===== config.mk =====
export PLATFORM = sky130hd
export DESIGN_NAME = rnm_core
export DESIGN_NICKNAME = d
export VERILOG_FILES = /design/src/rtl/rnm_pkg.sv /design/src/rtl/rnm_free_pick.sv /design/src/rtl/rnm_arch_bank.sv /design/src/rtl/rnm_spec_bank.sv /design/src/rtl/rnm_src_read.sv /design/src/rtl/rnm_core.sv
export SDC_FILE = /design/constraint.sdc
export NUM_CORES = 2
export LEC_CHECK = 0
export BUFFER_PORTS_ARGS = -buffer_cell sky130_fd_sc_hd__buf_2
export CORE_MARGIN = 10
export CORE_UTILIZATION = 30
export CTS_BUF_LIST = sky130_fd_sc_hd__clkbuf_16
export DETAILED_ROUTE_END_ITERATION = 8
export HOLD_SLACK_MARGIN = 0.08
export SETUP_SLACK_MARGIN = 0.5
export SYNTH_ARGS = -nofsm -noshare
export SYNTH_HDL_FRONTEND = slang
export SYNTH_SLANG_ARGS = --single-unit

===== constraint.sdc =====
create_clock -name clk -period 8.4 [get_ports clk]
set_clock_uncertainty 0.1 [all_clocks]
set_input_delay 0.84 -clock clk [delete_from_list [all_inputs] [get_ports clk]]
set_output_delay 0.84 -clock clk [all_outputs]
set_load 0.005 [all_outputs]

===== src/rtl/rnm_pkg.sv =====
package rnm_pkg;
  typedef enum logic [1:0] {
    SRC_ARCH = 2'd0,
    SRC_SPEC = 2'd1,
    SRC_FWD  = 2'd2,
    SRC_WAIT = 2'd3
  } src_kind_e;
endpackage


===== src/rtl/rnm_free_pick.sv =====
module rnm_free_pick #(
  parameter int N  = 8,
  parameter int TW = 3
) (
  input  logic [N-1:0]  busy,
  output logic          any_free,
  output logic [TW-1:0] pick
);
  always_comb begin
    any_free = 1'b0;
    pick     = '0;
    for (int i = N - 1; i >= 0; i--) begin
      if (!busy[i]) begin
        any_free = 1'b1;
        pick     = TW'(i);
      end
    end
  end
endmodule


===== src/rtl/rnm_arch_bank.sv =====
module rnm_arch_bank #(
  parameter int NR = 8,
  parameter int AW = 3,
  parameter int TW = 3,
  parameter int DW = 32
) (
  input  logic                   clk,
  input  logic                   rst_n,
  input  logic                   alloc_en,
  input  logic [AW-1:0]          alloc_idx,
  input  logic [TW-1:0]          alloc_tag,
  input  logic                   cmp_en,
  input  logic [AW-1:0]          cmp_idx,
  input  logic [TW-1:0]          cmp_tag,
  input  logic [DW-1:0]          cmp_data,
  output logic [NR-1:0]          busy,
  output logic [NR-1:0][TW-1:0]  map,
  output logic [NR-1:0][DW-1:0]  data
);
  always_ff @(posedge clk) begin
    if (!rst_n) begin
      busy <= '0;
      map  <= '0;
      data <= '0;
    end else begin
      if (cmp_en) begin
        data[cmp_idx] <= cmp_data;
        if (map[cmp_idx] == cmp_tag) busy[cmp_idx] <= 1'b0;
      end
      // allocation is applied last so a fresh mapping survives a completion
      if (alloc_en) begin
        busy[alloc_idx] <= 1'b1;
        map[alloc_idx]  <= alloc_tag;
      end
    end
  end
endmodule


===== src/rtl/rnm_spec_bank.sv =====
module rnm_spec_bank #(
  parameter int NE = 8,
  parameter int AW = 3,
  parameter int TW = 3,
  parameter int DW = 32
) (
  input  logic                   clk,
  input  logic                   rst_n,
  input  logic                   alloc_en,
  input  logic [TW-1:0]          alloc_tag,
  input  logic [AW-1:0]          alloc_dst,
  input  logic                   fin_en,
  input  logic [TW-1:0]          fin_tag,
  input  logic [DW-1:0]          fin_data,
  input  logic                   cmp_en,
  input  logic [TW-1:0]          cmp_tag,
  output logic [NE-1:0]          busy,
  output logic [NE-1:0]          done,
  output logic [NE-1:0][DW-1:0]  data,
  output logic [NE-1:0][AW-1:0]  dest
);
  always_ff @(posedge clk) begin
    if (!rst_n) begin
      busy <= '0;
      done <= '0;
      data <= '0;
      dest <= '0;
    end else begin
      if (cmp_en) begin
        busy[cmp_tag] <= 1'b0;
        done[cmp_tag] <= 1'b0;
      end
      if (fin_en) begin
        data[fin_tag] <= fin_data;
        done[fin_tag] <= 1'b1;
      end
      if (alloc_en) begin
        busy[alloc_tag] <= 1'b1;
        done[alloc_tag] <= 1'b0;
        dest[alloc_tag] <= alloc_dst;
      end
    end
  end
endmodule


===== src/rtl/rnm_src_read.sv =====
module rnm_src_read
  import rnm_pkg::*;
#(
  parameter int NR = 8,
  parameter int NE = 8,
  parameter int AW = 3,
  parameter int TW = 3,
  parameter int DW = 32
) (
  input  logic [AW-1:0]          idx,
  input  logic [NR-1:0]          arch_busy,
  input  logic [NR-1:0][TW-1:0]  arch_map,
  input  logic [NR-1:0][DW-1:0]  arch_data,
  input  logic [NE-1:0]          spec_done,
  input  logic [NE-1:0][DW-1:0]  spec_data,
  input  logic                   fin_en,
  input  logic [TW-1:0]          fin_tag,
  input  logic [DW-1:0]          fin_data,
  output logic                   rdy,
  output logic [DW-1:0]          data,
  output logic [TW-1:0]          tag
);
  src_kind_e kind;

  assign tag = arch_map[idx];

  always_comb begin
    if (!arch_busy[idx])                kind = SRC_ARCH;
    else if (fin_en && fin_tag == tag)  kind = SRC_FWD;
    else if (spec_done[tag])            kind = SRC_SPEC;
    else                                kind = SRC_WAIT;
  end

  always_comb begin
    unique case (kind)
      SRC_ARCH: data = arch_data[idx];
      SRC_FWD:  data = fin_data;
      SRC_SPEC: data = spec_data[tag];
      default:  data = '0;
    endcase
  end

  assign rdy = (kind != SRC_WAIT);
endmodule


===== src/rtl/rnm_core.sv =====
module rnm_core #(
  parameter int ARCH_REGS = 8,
  parameter int SPEC_ENTS = 8,
  parameter int DW        = 32,
  localparam int AW = $clog2(ARCH_REGS),
  localparam int TW = $clog2(SPEC_ENTS)
) (
  input  logic          clk,
  input  logic          rst_n,
  input  logic          disp_valid,
  output logic          disp_ready,
  output logic          disp_stall,
  input  logic [AW-1:0] disp_src0_idx,
  input  logic [AW-1:0] disp_src1_idx,
  input  logic          disp_dst_en,
  input  logic [AW-1:0] disp_dst_idx,
  output logic [TW-1:0] disp_dst_tag,
  output logic          src0_rdy,
  output logic [DW-1:0] src0_data,
  output logic [TW-1:0] src0_tag,
  output logic          src1_rdy,
  output logic [DW-1:0] src1_data,
  output logic [TW-1:0] src1_tag,
  input  logic          fin_valid,
  input  logic [TW-1:0] fin_tag,
  input  logic [DW-1:0] fin_data,
  input  logic          cmp_valid,
  input  logic [TW-1:0] cmp_tag
);
  localparam int NSRC = 2;

  logic [ARCH_REGS-1:0]          arch_busy;
  logic [ARCH_REGS-1:0][TW-1:0]  arch_map;
  logic [ARCH_REGS-1:0][DW-1:0]  arch_data;
  logic [SPEC_ENTS-1:0]          spec_busy;
  logic [SPEC_ENTS-1:0]          spec_done;
  logic [SPEC_ENTS-1:0][DW-1:0]  spec_data;
  logic [SPEC_ENTS-1:0][AW-1:0]  spec_dest;

  logic          any_free;
  logic [TW-1:0] free_tag;
  logic          alloc_en;
  logic          fin_en;
  logic          cmp_en;

  logic [NSRC-1:0][AW-1:0] s_idx;
  logic [NSRC-1:0]         s_rdy;
  logic [NSRC-1:0][DW-1:0] s_data;
  logic [NSRC-1:0][TW-1:0] s_tag;

  rnm_free_pick #(.N(SPEC_ENTS), .TW(TW)) u_pick (
    .busy     (spec_busy),
    .any_free (any_free),
    .pick     (free_tag)
  );

  assign disp_ready   = !disp_dst_en || any_free;
  assign disp_stall   = disp_valid && disp_dst_en && !any_free;
  assign disp_dst_tag = free_tag;
  assign alloc_en     = disp_valid && disp_dst_en && any_free;
  assign fin_en       = fin_valid && spec_busy[fin_tag];
  assign cmp_en       = cmp_valid && spec_busy[cmp_tag];

  rnm_arch_bank #(.NR(ARCH_REGS), .AW(AW), .TW(TW), .DW(DW)) u_arch (
    .clk       (clk),
    .rst_n     (rst_n),
    .alloc_en  (alloc_en),
    .alloc_idx (disp_dst_idx),
    .alloc_tag (free_tag),
    .cmp_en    (cmp_en),
    .cmp_idx   (spec_dest[cmp_tag]),
    .cmp_tag   (cmp_tag),
    .cmp_data  (spec_data[cmp_tag]),
    .busy      (arch_busy),
    .map       (arch_map),
    .data      (arch_data)
  );

  rnm_spec_bank #(.NE(SPEC_ENTS), .AW(AW), .TW(TW), .DW(DW)) u_spec (
    .clk       (clk),
    .rst_n     (rst_n),
    .alloc_en  (alloc_en),
    .alloc_tag (free_tag),
    .alloc_dst (disp_dst_idx),
    .fin_en    (fin_en),
    .fin_tag   (fin_tag),
    .fin_data  (fin_data),
    .cmp_en    (cmp_en),
    .cmp_tag   (cmp_tag),
    .busy      (spec_busy),
    .done      (spec_done),
    .data      (spec_data),
    .dest      (spec_dest)
  );

  assign s_idx[0] = disp_src0_idx;
  assign s_idx[1] = disp_src1_idx;

  for (genvar g = 0; g < NSRC; g++) begin : g_src
    rnm_src_read #(
      .NR(ARCH_REGS), .NE(SPEC_ENTS), .AW(AW), .TW(TW), .DW(DW)
    ) u_rd (
      .idx       (s_idx[g]),
      .arch_busy (arch_busy),
      .arch_map  (arch_map),
      .arch_data (arch_data),
      .spec_done (spec_done),
      .spec_data (spec_data),
      .fin_en    (fin_en),
      .fin_tag   (fin_tag),
      .fin_data  (fin_data),
      .rdy       (s_rdy[g]),
      .data      (s_data[g]),
      .tag       (s_tag[g])
    );
  end

  assign src0_rdy  = s_rdy[0];
  assign src0_data = s_data[0];
  assign src0_tag  = s_tag[0];
  assign src1_rdy  = s_rdy[1];
  assign src1_data = s_data[1];
  assign src1_tag  = s_tag[1];
endmodule


[Word level (Yosys, flattened, before mapping)]
Index checks and enable logic that the tools add are counted.
Word-level totals
  bits in registers: 584
  input port bits: 53
  word-level logic and storage cells: 173
Operators by class
  order comparisons: 14
  equality and inequality tests: 9
  multiplexer cells: 88
  bitwise gates (word level): 10
  reductions and logical operators: 17
Operators by type and width (count)
  $bwmux 256: 2
  $bmux 32 s3: 5
  $mux 32: 7
  $demux 32 s3: 2
  $pmux 32 s3: 2
  $mux 8: 12
  $bwmux 24: 2
  $mux 3: 14
  $bmux 3 s3: 4
  $lt 3x4->1 const B: 9
  $and 8x8->8: 4
  $not 8->8: 3
  $or 8x8->8: 3
  $mux 1: 19
  $bmux 1 s3: 6
  $demux 3 s3: 2
  $demux 1 s3: 5
  $ge 3x1->1 const B: 5
  $logic_and 1x1->1: 12
  $mux 2: 6
  $eq 3x3->1: 3
  $eq 2x1->1 const B: 2
  $eq 2x2->1 const B: 2
  $logic_not 2->1: 2
  other kinds (3): 5

[Depth between registers and ports, before layout]
  word-level depth: 15
  gate-level depth with buffers: 12
  gate-level depth less buffers: 8

[Cells and area by module]
A second synthesis with hierarchy kept.
Unflattened totals
  cell total of the unflattened synthesis: 3759
  area total of the unflattened synthesis: 35688.0 um^2
By module, submodules not included
  rnm_spec_bank: times used 1, cells an instance 1318, area an instance 11791.3 um^2, sequential area each 5925.7 um^2
  rnm_arch_bank: times used 1, cells an instance 1318, area an instance 11150.7 um^2, sequential area each 5765.5 um^2
  rnm_src_read: times used 2, cells an instance 482, area an instance 5071.1 um^2, sequential area each 0.0 um^2
  rnm_core: times used 1, cells an instance 143, area an instance 2524.9 um^2, sequential area each 0.0 um^2
  rnm_free_pick: times used 1, cells an instance 16, area an instance 78.8 um^2, sequential area each 0.0 um^2

[Worst setup path after synthesis]
Ideal clock, no wire load.
  kind: in2out
  start point: input disp_src0_idx[0]
  end point: output src0_data[0]
  data arrival time: 3.118 ns
  slack: 4.342 ns
  stages on the path: 11
  path buffers: 3
  cells stage by stage: buf_2 -> mux4_2 -> mux2i_1 -> inv_2 -> mux2i_1 -> mux2i_1 -> mux2i_1 -> or3_1 -> clkbuf_1 -> buf_2 -> o221ai_1
On the way
  cells in the longest elaborated chain, start to end: 9
  elaborated cells on any way between the ends: 19
  those cells by class: eq/ne (3); mux (14); reduce/logical (2)
RTL lines
  start, declared: line rnm_core.sv:13  | input logic [AW-1:0] disp_src0_idx,
  $bmux 3 s3: line rnm_src_read.sv:25  | assign tag = arch_map[idx];
  $mux 3 (implied by the code): line rnm_src_read.sv:25
  $bmux 1 s3: line rnm_src_read.sv:30  | else if (spec_done[tag]) kind = SRC_SPEC;
  $mux 1 (implied by the code): line rnm_src_read.sv:30
  $mux 2: line rnm_src_read.sv:30
  $mux 2: line rnm_src_read.sv:29  | else if (fin_en && fin_tag == tag) kind = SRC_FWD;
  $mux 2: line rnm_src_read.sv:28  | if (!arch_busy[idx]) kind = SRC_ARCH;
  $eq 2x1->1, or another cell as far along: line rnm_src_read.sv:35  | unique case (kind)
  $pmux 32 s3 *: line rnm_src_read.sv:35
  end, declared: line rnm_core.sv:19  | output logic [DW-1:0] src0_data,
Every way passes the cells marked *; elsewhere a longest branch is shown, timed or not. The select of a mux whose other input is x is not followed.

[Worst setup path in the final report]
  start point: input disp_src1_idx[1]
  end point: output src1_data[25]
On the way
  cells in the longest elaborated chain, start to end: 9
  elaborated cells on any way between the ends: 19
  those cells by class: eq/ne (3); mux (14); reduce/logical (2)
RTL lines
  start, declared: line rnm_core.sv:14  | input logic [AW-1:0] disp_src1_idx,
  $bmux 3 s3: line rnm_src_read.sv:25
  $mux 3 (implied by the code): line rnm_src_read.sv:25
  $bmux 1 s3: line rnm_src_read.sv:30
  $mux 1 (implied by the code): line rnm_src_read.sv:30
  $mux 2: line rnm_src_read.sv:30
  $mux 2: line rnm_src_read.sv:29
  $mux 2: line rnm_src_read.sv:28
  $eq 2x1->1, or another cell as far along: line rnm_src_read.sv:35
  $pmux 32 s3 *: line rnm_src_read.sv:35
  end, declared: line rnm_core.sv:22  | output logic [DW-1:0] src1_data,
Marks and branches as above.

==> flow_summary_export.csv <==
group,metric,value,unit
status,status,"completed",
timing,finalSetupViolCount,0,
critical_path,regToRegStartpoint,"u_spec.dest[21]",
critical_path,path_max_fanout,71,
placed_design,gp_congestion,0.949,
global_route,grt_pass1_vias,29164,
drt,viasPerCell,5.89,
critical_path,reg2reg_depth,7,
timing,rsz0062_at_grt,"no",
synthesis,ys_top_cells_by_area,"dfxtp_1, nand2_1, mux4_2, a211oi_1, a21oi_1",
power,p_clk_frac,0.464,
drt,drtPass1Iterations,6,
clock_tree,clock_sinks,584,
finish,fin_util,0.332,
timing,maxSlewHeadroom,0.169,
synthesis,yosys.cell_types.count,63,
timing,final-hold-violation-count,0,
clock_tree,clk_latency,670,ps
drt,route.final.wire_length,129000,um
finish,multi_input_area,18900,um^2
global_route,overflow,0,
critical_path,rrSetupSlack,4320,ps
drt,drtIter0Drc,4087,
die,pin_count,130,
drt,drc_errors,0,
clock_tree,cts_tree,"done",
run,cap_violations,0,
hold_path,hold_class,"reg -> reg",
die,dieArea,121000,um^2
synthesis,synth_flop_cell,"dfxtp_1",
die,row_count,120,
drt,drtAntennaViolNets,0,
clock_tree,clk_pin_slew,60,ps
synthesis,synthDominantCellAreaShare,0.363,
synthesis,synth_top_area_cell,"dfxtp_1",
global_route,grt_max_degree,180,
finish,syn_to_final_growth,10.2,%
power,p_int,4.43,mW
global_route,antenna_found_initial,10,
power,switching_power,1.48,mW
placed_design,dp_cells,5169,
clock_tree,hold_buffers,0,
synthesis,syn_area,32200,um^2
synthesis,synth_area_per_cell,8.01,um^2
timing,drv_slew,0,
hold_path,hold_path_depth,2,
global_route,grt_pass1_wl,191000,um
finish,fin_cells,5280,
finish,fin_nets,3881,
clock_tree,post_cts_buffers,0,
timing,max_freq,175,MHz
clock_tree,cts_htree_levels,2,
clock_tree,numCtsBuffers,60,
clock_tree,clockBufferDepth,3,
timing,timing.final.crit_share,0.682,
power,leakage,10.6,nW
synthesis,yosysSeqAreaShare,0.363,
power,pwr-share-seq,0.475,
global_route,grt_usage,0.203,
synthesis,synth_enable_flop_cells,0,
synthesis,ys_ff_latch,584,
power,netSwitchingFraction,0.250,
clock_tree,cts_resized,0,
critical_path,r2r-end,"u_arch.data[9]",
die,fp.dieW,348,um
synthesis,syn_nets,4075,
die,coreArea,107000,um^2
synthesis,yosys.cell_count.top_type,"nand2_1",
synthesis,ys_top_cells_by_count,"nand2_1, dfxtp_1, nor2_1, clkbuf_1, a21oi_1",
critical_path,path_class,"in -> out",
finish,nFillCells,11207,
clock_tree,root_buffer,"clkbuf_16",
synthesis,yosysWarnings,0,
placed_design,hpwl,79100,um
timing,tightest_slew,1240,ps
hold_path,worstHoldStart,"u_spec.dest[3]",
die,die_h,348,um
critical_path,cp-end-kind,"output port",
timing,post-route-min-period,5730,ps
hold_path,hold_path_end,"u_spec.dest[3]",
timing,tns,0,ps
placed_design,port-buffer-count,129,
power,p_per_area,166,nW/um^2
critical_path,arrival,4790,ps
power,vdd_ir_drop_max,136,uV
drt,drt-wirelength-per-cell,24.4,um
critical_path,worstPathRequired,7460,ps
drt,num_vias,31081,
synthesis,syn_inst,4022,
die,start_util,0.301,
critical_path,startpoint_type,"primary input",
finish,seqCellArea,11700,um^2
power,comb_power_share,0.061,
synthesis,async_flop_share,0,
finish,drive_above_1_share,0.134,
[layout make-up]
class | instances | area share
Antenna cell | 4 | 0.000282
Clock buffer | 61 | 0.0430
Clock inverter | 46 | 0.0116
Inverter | 15 | 0.00194
Multi-Input combinational cell | 2976 | 0.532
Sequential cell | 584 | 0.329
Tap cell | 1403 | 0.0495
Timing Repair Buffer | 191 | 0.0326
[per-stage QoR]
stage / total power, mW / instance area, um^2 / hold WS (ps) / setup WS [ps]
after detailed placement: 3.21 / 33500 / 351 / 2760
after global placement: 3.21 / 33500 / 347 / 2770
after global routing: 6.05 / 35500 / 396 / 2560
after CTS: 5.92 / 35500 / 360 / 2760
after floorplan: 3.09 / 32200 / 333 / 4340
final: 5.90 / 35500 / 359 / 2670
[state kept, by name (all words and copies together), names as in the netlist]
register     count
u_arch.busy      8
u_arch.data    256
u_arch.map      24
u_spec.busy      8
u_spec.data    256
u_spec.dest     24
u_spec.done      8
[logic make-up after synthesis]
logic type | share of synthesized area
flops | 0.363
xor+xnor | 0.00159
compound gates | 0.199
simple gates | 0.231
buf+inv | 0.0578
mux | 0.147
[critical path: stages]
cell      delay [ps]
buf_4            430
mux4_2           600
mux2i_4          230
buf_4            710
buf_4            660
nand2_1          100
and3_1           190
a311oi_1         270
a31oi_1          200
o221ai_2         270
buf_2            160
[power groups by stage]
stage                     clock network (mW)  registers (mW)  logic [mW]
after detailed placement                   0            2.86       0.348
after CTS                               2.77            2.80       0.349
final                                   2.74            2.80       0.360
after global placement                     0            2.86       0.348
after global routing                    2.88            2.80       0.374
after floorplan                            0            2.86       0.231
[layer usage]
metal,up-vias,share of wire,routed length (um),global-route usage
li1,13987,-,-,-
met1,14829,0.40,51500,0.271
met2,1871,0.43,56000,0.308
met3,390,0.12,15900,0.0535
met4,4,0.042,5420,0.0844
met5,-,0.00018,23,0
[cell usage in the layout, fill, tap and decap left out, types with 9 or more instances in the layout]
| master | count |
|---|---|
| a211oi_1 | 263 |
| a21oi_1 | 286 |
| a22oi_1 | 128 |
| a311oi_1 | 63 |
| a31oi_1 | 70 |
| and3_1 | 64 |
| and4_1 | 34 |
| buf_2 | 125 |
| buf_4 | 63 |
| clkbuf_16 | 61 |
| clkinv_1 | 12 |
| dfxtp_1 | 584 |
| inv_1 | 25 |
| mux2_2 | 13 |
| mux2i_1 | 115 |
| mux4_2 | 148 |
| nand2_1 | 1128 |
| nand3_1 | 145 |
| nor2_1 | 306 |
| nor3_1 | 13 |
| nor3_2 | 9 |
| o21ai_0 | 22 |
| o221ai_1 | 34 |
| o221ai_2 | 30 |
[worst max-delay path by stage]
stage,startpoint,to,slack [ps],cells after the start
floorplan,disp_src0_idx[0],src0_data[0],4340,11
global placement,disp_src1_idx[0],src1_data[18],2770,9
detailed placement,disp_src1_idx[0],src1_data[18],2760,9
CTS,disp_src1_idx[0],src1_data[18],2760,9
global route,disp_src1_idx[1],src1_data[25],2560,11
finish,disp_src1_idx[1],src1_data[25],2670,11
No activity file was read; power rests on OpenSTA's default activity.
